--- config.mk ---
export PLATFORM = sky130hd
export DESIGN_NAME = adc_avg_seq
export DESIGN_NICKNAME = d
export VERILOG_FILES = /design/src/rtl/adc_avg_pkg.sv /design/src/rtl/adc_clk_div.sv /design/src/rtl/adc_seq_fsm.sv /design/src/rtl/adc_avg_math.sv /design/src/rtl/adc_avg_seq.sv
export SDC_FILE = /design/constraint.sdc
export NUM_CORES = 1
export LEC_CHECK = 0
export BUFFER_PORTS_ARGS = -buffer_cell sky130_fd_sc_hd__buf_2
export CORE_MARGIN = 2
export CORE_UTILIZATION = 50
export CTS_BUF_LIST = sky130_fd_sc_hd__clkbuf_4 sky130_fd_sc_hd__clkbuf_8
export CTS_CLUSTER_SIZE = 28
export DETAILED_ROUTE_END_ITERATION = 6
export PLACE_DENSITY = 0.7
export SETUP_SLACK_MARGIN = 0.02
export SYNTH_ARGS = -nofsm -noshare
export SYNTH_HDL_FRONTEND = slang
export SYNTH_SLANG_ARGS = --single-unit
--- constraint.sdc ---
create_clock -name clk -period 11.63 [get_ports clk]
set_clock_uncertainty 0.2 [all_clocks]
set_input_delay 2.326 -clock clk [delete_from_list [all_inputs] [get_ports clk]]
set_output_delay 2.326 -clock clk [all_outputs]
set_load 0.02 [all_outputs]
--- src/rtl/adc_avg_pkg.sv ---
// Shared types for the averaging ADC sequencer.
package adc_avg_pkg;
    typedef enum logic [1:0] {
        SEQ_IDLE  = 2'd0,
        SEQ_START = 2'd1,
        SEQ_WAIT  = 2'd2
    } seq_state_e;
endpackage

--- src/rtl/adc_clk_div.sv ---
// Clock-enable divider for the converter.
// Produces a one-cycle tick every PRESC cycles while run_i is high.
// The count restarts from zero each time run_i drops.
// Assumes PRESC >= 2.
module adc_clk_div #(
    parameter int PRESC = 8
) (
    input  logic clk,
    input  logic rst_n,
    input  logic run_i,
    output logic tick_o
);
    localparam int CW = $clog2(PRESC);

    logic [CW-1:0] cnt_q;

    // Count enabled cycles modulo PRESC.
    always_ff @(posedge clk) begin
        if (!rst_n || !run_i) begin
            cnt_q <= '0;
        end else if (cnt_q == CW'(PRESC - 1)) begin
            cnt_q <= '0;
        end else begin
            cnt_q <= cnt_q + 1'b1;
        end
    end

    assign tick_o = run_i && (cnt_q == CW'(PRESC - 1));

    a_r3_tick_needs_run: assert property (@(posedge clk) disable iff (!rst_n)
        tick_o |-> run_i);
    a_r3_tick_single: assert property (@(posedge clk) disable iff (!rst_n)
        tick_o |=> !tick_o);
endmodule

--- src/rtl/adc_seq_fsm.sv ---
// Conversion sequencer.
// Accepts a request only while idle. It then issues NAVG+1 start pulses,
// each one after the previous done, and flags which done carries a sample
// that counts (add) and which one ends the sequence (last).
// Assumes the converter never reports done in the same cycle as a start.
module adc_seq_fsm
    import adc_avg_pkg::*;
#(
    parameter int CH_W = 2,
    parameter int NAVG = 5
) (
    input  logic            clk,
    input  logic            rst_n,
    input  logic            req_i,
    input  logic [CH_W-1:0] req_ch_i,
    input  logic            done_i,
    output logic            start_o,
    output logic            en_o,
    output logic [CH_W-1:0] ch_o,
    output logic            clr_o,
    output logic            add_o,
    output logic            last_o
);
    localparam int CNT_W = $clog2(NAVG + 1);

    seq_state_e      state_q;
    logic [CNT_W-1:0] cnt_q;
    logic [CH_W-1:0]  ch_q;

    // Sequence state, conversion index and latched channel.
    always_ff @(posedge clk) begin
        if (!rst_n) begin
            state_q <= SEQ_IDLE;
            cnt_q   <= '0;
            ch_q    <= '0;
        end else begin
            case (state_q)
                SEQ_IDLE: if (req_i) begin
                    ch_q    <= req_ch_i;
                    cnt_q   <= '0;
                    state_q <= SEQ_START;
                end
                SEQ_START: state_q <= SEQ_WAIT;
                SEQ_WAIT: if (done_i) begin
                    if (cnt_q == CNT_W'(NAVG)) begin
                        state_q <= SEQ_IDLE;
                    end else begin
                        cnt_q   <= cnt_q + 1'b1;
                        state_q <= SEQ_START;
                    end
                end
                default: state_q <= SEQ_IDLE;
            endcase
        end
    end

    // Decode handshake and datapath controls from the state.
    always_comb begin
        start_o = (state_q == SEQ_START);
        en_o    = (state_q != SEQ_IDLE);
        clr_o   = (state_q == SEQ_IDLE) && req_i;
        add_o   = (state_q == SEQ_WAIT) && done_i && (cnt_q != '0);
        last_o  = (state_q == SEQ_WAIT) && done_i && (cnt_q == CNT_W'(NAVG));
    end

    assign ch_o = ch_q;

    a_r4_start_single: assert property (@(posedge clk) disable iff (!rst_n)
        start_o |=> !start_o);
    a_r2_start_enabled: assert property (@(posedge clk) disable iff (!rst_n)
        start_o |-> en_o);
    a_r9_ch_stable: assert property (@(posedge clk) disable iff (!rst_n)
        (en_o && $past(en_o)) |-> $stable(ch_o));
    a_r8_off_after_last: assert property (@(posedge clk) disable iff (!rst_n)
        last_o |=> !en_o);
endmodule

--- src/rtl/adc_avg_math.sv ---
// Accumulator, divide-by-NAVG and optional supply scaling.
// Clears on clr_i and adds the sample on add_i. On last_i it registers
// floor(sum/NAVG), scaled by SCALE_NUM/2^SCALE_SH when the channel is
// SUPPLY_CH and SCALE_EN is set, and pulses valid_o for one cycle.
module adc_avg_math #(
    parameter int ADC_W     = 10,
    parameter int RES_W     = 11,
    parameter int CH_W      = 2,
    parameter int NAVG      = 5,
    parameter int SCALE_EN  = 1,
    parameter int SCALE_NUM = 187,
    parameter int SCALE_SH  = 7,
    parameter int SUPPLY_CH = 2
) (
    input  logic             clk,
    input  logic             rst_n,
    input  logic             clr_i,
    input  logic             add_i,
    input  logic             last_i,
    input  logic [CH_W-1:0]  ch_i,
    input  logic [ADC_W-1:0] sample_i,
    output logic [RES_W-1:0] res_o,
    output logic             valid_o
);
    localparam int MAXS   = (1 << ADC_W) - 1;
    localparam int ACC_W  = $clog2(NAVG * MAXS + 1);
    localparam int PROD_W = ADC_W + $clog2(SCALE_NUM + 1);

    logic [ACC_W-1:0]  sum_q;
    logic [ACC_W-1:0]  sum_fin;
    logic [ACC_W-1:0]  quot;
    logic [ADC_W-1:0]  avg;
    logic [RES_W-1:0]  res_d;

    assign sum_fin = sum_q + ACC_W'(sample_i);
    assign quot    = sum_fin / ACC_W'(NAVG);
    assign avg     = quot[ADC_W-1:0];

    generate
        if (SCALE_EN != 0) begin : g_scale
            logic [PROD_W-1:0] prod;
            logic [PROD_W-1:0] shifted;
            // Fixed-point supply scaling, channel-selected.
            always_comb begin
                prod    = PROD_W'(avg) * PROD_W'(SCALE_NUM);
                shifted = prod >> SCALE_SH;
                res_d   = (ch_i == CH_W'(SUPPLY_CH)) ? shifted[RES_W-1:0]
                                                     : RES_W'(avg);
            end
        end else begin : g_plain
            assign res_d = RES_W'(avg);
        end
    endgenerate

    // Accumulate counted samples; register the result on the last one.
    always_ff @(posedge clk) begin
        if (!rst_n) begin
            sum_q   <= '0;
            res_o   <= '0;
            valid_o <= 1'b0;
        end else begin
            valid_o <= last_i;
            if (clr_i) begin
                sum_q <= '0;
            end else if (add_i && !last_i) begin
                sum_q <= sum_fin;
            end
            if (last_i) begin
                res_o <= res_d;
            end
        end
    end

    a_r10_no_overflow: assert property (@(posedge clk) disable iff (!rst_n)
        sum_q <= ACC_W'((NAVG - 1) * MAXS));
    a_r8_valid_pulse: assert property (@(posedge clk) disable iff (!rst_n)
        valid_o |=> !valid_o);
    a_r8_res_hold: assert property (@(posedge clk) disable iff (!rst_n)
        !last_i |=> $stable(res_o));
endmodule

--- src/rtl/adc_avg_seq.sv ---
// Top of the averaging ADC conversion sequencer.
// Joins the handshake sequencer, the converter clock divider and the
// averaging datapath. Assumes the converter holds adc_dout_i valid in the
// cycle adc_done_i is high.
module adc_avg_seq #(
    parameter int ADC_W     = 10,
    parameter int CH_W      = 2,
    parameter int NAVG      = 5,
    parameter int PRESC     = 8,
    parameter int SCALE_EN  = 1,
    parameter int SCALE_NUM = 187,
    parameter int SCALE_SH  = 7,
    parameter int SUPPLY_CH = 2,
    parameter int RES_W     = ADC_W + 1
) (
    input  logic             clk,
    input  logic             rst_n,
    input  logic             req_i,
    input  logic [CH_W-1:0]  req_ch_i,
    input  logic [ADC_W-1:0] adc_dout_i,
    input  logic             adc_done_i,
    output logic             adc_en_o,
    output logic [CH_W-1:0]  adc_ch_o,
    output logic             adc_ref_o,
    output logic             adc_start_o,
    output logic             adc_clk_en_o,
    output logic [RES_W-1:0] res_o,
    output logic             valid_o
);
    logic clr, add, last;

    adc_seq_fsm #(.CH_W(CH_W), .NAVG(NAVG)) u_fsm (
        .clk(clk), .rst_n(rst_n), .req_i(req_i), .req_ch_i(req_ch_i),
        .done_i(adc_done_i), .start_o(adc_start_o), .en_o(adc_en_o),
        .ch_o(adc_ch_o), .clr_o(clr), .add_o(add), .last_o(last)
    );

    adc_clk_div #(.PRESC(PRESC)) u_div (
        .clk(clk), .rst_n(rst_n), .run_i(adc_en_o), .tick_o(adc_clk_en_o)
    );

    adc_avg_math #(
        .ADC_W(ADC_W), .RES_W(RES_W), .CH_W(CH_W), .NAVG(NAVG),
        .SCALE_EN(SCALE_EN), .SCALE_NUM(SCALE_NUM), .SCALE_SH(SCALE_SH),
        .SUPPLY_CH(SUPPLY_CH)
    ) u_math (
        .clk(clk), .rst_n(rst_n), .clr_i(clr), .add_i(add), .last_i(last),
        .ch_i(adc_ch_o), .sample_i(adc_dout_i), .res_o(res_o), .valid_o(valid_o)
    );

    // Supply reference is selected whenever the converter is on.
    assign adc_ref_o = adc_en_o;
endmodule

== After elaboration in Yosys (flattened, before gate mapping) ==
Cells that the tools add are included.

* Register bits after elaboration: 35
* Input port bits: 16
* Logic and storage cells: 49

* Add/sub/neg operators: 3
* Multipliers: 1
* Divide/modulo/power cells: 1
* Equal/unequal tests: 8
* Muxes and demuxes: 9
* Bitwise logic cells: 1
* Reduce and logical (&&, ||, !) cells: 19

{| class="wikitable"
|+ Operators with widths
! operator !! number
|-
| multiplier 10 x 8 -> 18 bit, second input constant || 1
|-
| adder 13 x 10 -> 13 bit || 1
|-
| divider 13 x 3 -> 13 bit, second input constant || 1
|-
| two-way mux 11 bit || 1
|-
| two-way mux 3 bit || 3
|-
| adder 3 x 1 -> 3 bit, second input constant || 2
|-
| equality test 3 bit, second input constant || 2
|-
| logical AND 1 bit || 6
|-
| != test 2 bit, second input constant || 3
|-
| case mux 2 bit (3 select lines) || 1
|-
| case mux 3 bit (2 select lines) || 1
|-
| equality test 2 bit, second input constant || 2
|-
| two-way mux 2 bit || 2
|-
| AND reduction 2 bit || 2
|-
| AND reduction 4 bit || 1
|-
| nonzero test 2 bit || 2
|-
| OR reduction 2 bit || 2
|-
| zero test 1 bit || 3
|-
| nonzero test 3 bit || 1
|-
| equality test 2 x 1 -> 1 bit, second input constant || 1
|-
| zero test 2 bit || 1
|-
| logical OR 1 bit || 1
|-
| two-way mux 1 bit || 1
|-
| inverter 1 bit || 1
|}

== Depth between registers and ports, before layout ==
* Depth after elaboration: 5
* Gate-level depth with buffers: 46
* Depth with buffers taken out: 44

== Cells and area by module ==
A second synthesis with hierarchy kept.

* Cell total of the unflattened synthesis: 677
* Area total of the unflattened synthesis: 5,410.2 µm²

{| class="wikitable"
|+ Modules (own cells, without submodules)
! module !! instances !! cells each !! area an instance (µm²) !! seq. area each (µm²)
|-
| adc_avg_math || 1 || 622 || 4,892.2 || 500.5
|-
| adc_seq_fsm || 1 || 45 || 382.9 || 140.1
|-
| adc_clk_div || 1 || 9 || 127.6 || 60.1
|-
| adc_avg_seq || 1 || 1 || 7.5 || 0.0
|}

== Least setup slack after synthesis ==
Ideal clock, no wire load.

* Path kind: input port to flip-flop
* From: input adc_dout_i[0]
* To: register u_math.res_o[10]
* Setup time: 0.076 ns
* Arrival time: 11.390 ns
* Required time: 11.354 ns
* Slack: -0.035 ns
* Stages: 44
* Buffers on the path: 1
* Path through: ha_1 -> fa_1 -> a21oi_1 -> o221a_4 -> o21a_1 -> xnor2_1 -> a221oi_1 -> o31ai_1 -> nand3_1 -> inv_2 -> a22oi_1 -> o311a_1 -> nor2_1 -> inv_1 -> a311o_1 -> buf_6 -> a211oi_1 -> a211oi_1 -> (+8 left out) -> fa_1 -> inv_1 -> ha_1 -> a21o_1 -> a21oi_1 -> o21bai_1 -> a21oi_1 -> o21bai_1 -> a21oi_1 -> o21bai_1 -> a21oi_1 -> o21bai_1 -> a21oi_1 -> o21bai_1 -> a21oi_1 -> xnor2_1 -> nand3_1 -> a21boi_0

* Word-level cells in the longest chain between the ends: 4

{| class="wikitable"
|+ Ends and longest elaborated chain
! element !! line !! text
|-
| start, declared || adc_avg_seq.sv:20 || <nowiki>input logic [ADC_W-1:0] adc_dout_i,</nowiki>
|-
| adder 13 x 10 -> 13 bit || adc_avg_math.sv:35 || <nowiki>assign sum_fin = sum_q + ACC_W'(sample_i);</nowiki>
|-
| divider 13 x 3 -> 13 bit || adc_avg_math.sv:36 || <nowiki>assign quot = sum_fin / ACC_W'(NAVG);</nowiki>
|-
| multiplier 10 x 8 -> 18 bit || adc_avg_math.sv:45 || <nowiki>prod = PROD_W'(avg) * PROD_W'(SCALE_NUM);</nowiki>
|-
| two-way mux 11 bit || adc_avg_math.sv:47 || <nowiki>res_d = (ch_i == CH_W'(SUPPLY_CH)) ? shifted[RES_W-1:0]</nowiki>
|-
| end signal, assigned || adc_avg_math.sv:69 || <nowiki>res_o <= res_d;</nowiki>
|-
| end, declared || adc_avg_math.sv:22 || <nowiki>output logic [RES_W-1:0] res_o,</nowiki>
|}

No other way between the ends.
A chain may end at the register's enable or synchronous reset.

== Final worst setup path ==
Same ends and word-level chain as after synthesis.

==> parameters.txt <==
Parameter                              Value

Routing
  Post-Route WL    13370 microns
  Total number of vias    4916
  Via-to-Cell Ratio    5.873
  DRT iter0 DRCs    308
  Drt pass-1 iters    5
  Wirelength per Cell    15.97 microns
  Residual antenna-violating net count after detailed routing    0
  Count of unresolved DRC violations after routing    0

Setup path
  Critical path capture point type    flop
  Critical path class    in2reg
  Slowest-stage cell, CP    or4_4
  Data required, critical path    11.66 ns
  Crit start category    input pin
  Worst-path maximum fanout    7
  CP Data Arrival Time    11.24 ns
  Dominant cell type by count on the critical path    a21oi_2
  Critical path's largest stage delay    0.54 ns

GRT
  Pin count of the biggest net entering global routing    25
  Global-route wire length before repair    22990 microns
  Antenna violations before repair    0
  Total congestion overflow after global routing    0
  Fraction of met3 tracks used by global routing    2.682%
  Vias in the first global route    4830
  Busiest layer in global routing    met2
  Overall routing resource usage    25.25%
  GRT met1 Usage    34.20%
  Met2 Usage GRT    42.81%

CTS
  Number of levels in the clock H-tree    2
  Number of buffers created by CTS    5
  Clock slew seen by the registers of the worst setup and hold paths    0.08 ns
  Clock tree sinks    35
  Source-to-sink clock delay at the later pin of the worst-skew pair    0.30 ns
  Number of buffers between clock root and the deepest sink    2
  TritonCTS clock tree    yes
  Cell at the root of the clock tree    clkbuf_8
  Number of buffers added to fix hold violations after cts    0

Die
  Cell row count    36
  Die Width    104.5 microns
  Core ar.    9774 sq um
  Effective utilization at floorplan    51.70%
  Ports placed on the boundary    34
  Die outline height    104.5 microns
  Total die area    10930 sq um

STA
  F_max    89.27 MHz
  Final number of max-transition violations    0
  Period utilisation layout    96.32%
  Slew at the pin closest to its max-slew limit    1.093 ns
  Setup tns final    0 ns
  Post-layout min period    11.20 ns
  Number of setup violations in the final report    0
  Fin. Hold Viols    0
  Relative slew slack    26.60%

Yosys
  Mapped cell area    5054 sq um
  Share of the yosys chip area belonging to registers    13.86%
  Synthesized area per cell    8.138 sq um
  Number of enable flip-flop cells after synthesis    0
  Number of instances in the synthesized netlist    621
  Share of synthesized flip-flops with an asynchronous set or reset    0%
  Biggest area contributors in the synthesized netlist    ha_1 15%, dfxtp_1 14%, fa_1 11%
  Library cell occupying the most area in the post-synthesis netlist    ha_1
  Share of Yosys cell area claimed by the top area cell type    15.10%
  Synthesized flop and latch total    35
  Post-synth cell types    76
  Main flop type after synthesis    dfxtp_1
  Net count of the mapped netlist    727
  Yosys synthesis warning count    0

Outcome
  Run status    finished, final reports clean

Final layout
  Final std cell area, no fill    6028 sq um
  Number of nets in the layout    809
  Core occupancy in the finished layout    61.67%
  Area growth from synthesis to layout    19.29%
  Share of cells above drive strength 1    22.73%
  Antenna diodes    0

Job
  Number of max-capacitance violations reported    0

Placement
  Total placed instance area    5742 sq um
  Final GP Congestion    0.9139
  Input/output buffers    33
  Final HPWL from detailed placement    10570 microns

Pwr
  Peak supply drop    0.3509 mV
  Power density relative to cell area    221.4 nW/um^2
  Total power after layout    1.335 mW
  Leak Pwr    2.877 nW

Worst hold path
  Class of the worst hold path    reg2reg
## cell usage after synthesis (4+ instances only)
cell / instances
and2_1: 9
nor2_1: 32
o31ai_1: 5
nand4_1: 4
a21oi_1: 29
o211ai_1: 12
fa_1: 29
ha_1: 61
nand2b_1: 5
a31oi_1: 4
a21o_1: 7
o211a_1: 6
a211oi_1: 17
a22oi_1: 4
and3_1: 5
inv_1: 72
a311oi_1: 4
o21ai_0: 21
nor3_1: 16
dfxtp_1: 35
nand3_1: 17
nor2b_1: 9
clkbuf_1: 17
nor4_1: 10
xnor2_1: 24
nand2_1: 53
o21bai_1: 5
or3_1: 7
o21a_1: 10
mux2i_1: 7
xor2_1: 9
## power by group
| part | internal, mW | total [mW] | switching (mW) |
|---|---|---|---|
| Sequential | 0.121 | 0.123 | 0.00133 |
| Combinational | 0.565 | 1.10 | 0.532 |
| Clock | 0.0639 | 0.116 | 0.0518 |
## what timing repair did
action | 4_1_cts | 5_1_grt
setup endpoints to repair | 0 | 6
gates resized for setup | 0 | 34
setup buffers | 0 | 4
## final timing paths
check / slack [ns] / depth (start not counted) / start / end
worst max register to register: 2.26 / 41 / u_math.sum_q[1] / u_math.res_o[10]
worst max-delay path: 0.43 / 43 / adc_dout_i[0] / u_math.res_o[10]
worst min register to register: 0.23 / 1 / u_div.cnt_q[0] / u_div.cnt_q[0]
worst min-delay path: 0.23 / 1 / u_div.cnt_q[0] / u_div.cnt_q[0]
## routing by layer
layer  routed length (microns)  share of wire (%)  vias up
met5                         0                  0        -
met4                       210                1.6        0
met3                       604                4.5       21
met2                      6580                 49      156
met1                      5975                 45     2347
li1                          -                  -     2392
## critical path, delay by kind of cell
family,cells,cell delay (ns)
and+or+nand+nor,4,1.35
xor gates and xnor gates,2,0.32
buffers and inverters,6,0.45
AOI/OAI and AO/OA,23,4.34
adders and majority gates,8,2.44
## flip-flops by register name, indices dropped and copies added (netlist names)
signal and cells:
u_div.cnt_q 3, u_fsm.ch_o 2, u_fsm.cnt_q 3, u_fsm.state_q 2, u_math.res_o 11, u_math.sum_q 13
u_math.valid_o 1
## cell usage in the layout (no fill, tap or decap), types with 6 or more instances in the layout
master and n:
inv_1 72, buf_4 68, ha_1 60, nand2_1 51, dfxtp_1 35, buf_2 33
nor2_1 31, fa_1 29, a21oi_1 23, xnor2_1 22, o21ai_0 20, nand3_1 17
nor3_1 16, a211oi_1 14, o211ai_1 12, o21a_1 10, xor2_1 9, and2_1 9
nor2b_1 8, nor4_1 8, or3_1 7, a21o_1 7, a21oi_2 6, o211a_1 6
## cell type report
class                   count  area [sq um]
multi-input cells         485          4081
fillers                   867          3746
flip-flops and latches     35         700.7
repair buffers            102         686.9
inverters                  74         280.3
well taps                 133         166.4
clock buffers               5         68.82
clock inverters             3         43.79
## cell families after synthesis
| kind of cell | after synthesis | share of synthesized area, % |
|---|---|---|
| fa+ha+maj | 92 | 27.01 |
| flops | 35 | 13.86 |
| xor+xnor | 33 | 5.719 |
| compound gates | 170 | 25.35 |
| buf+inv | 101 | 8.244 |
| mux | 9 | 1.832 |
| simple gates | 181 | 17.97 |
## per-stage QoR
stage	setup slack (ns)	instances	hold slack, ns
2_1_floorplan	0.06237	621	0.1984
3_3_place_gp	0.04907	825	0.2093
3_5_place_dp	-0.1811	825	0.2228
4_1_cts	0.09853	833	0.2356
5_1_grt	-0.08418	837	0.2709
6_report	0.4278	837	0.2341
No activity file was read; power rests on OpenSTA's default activity.
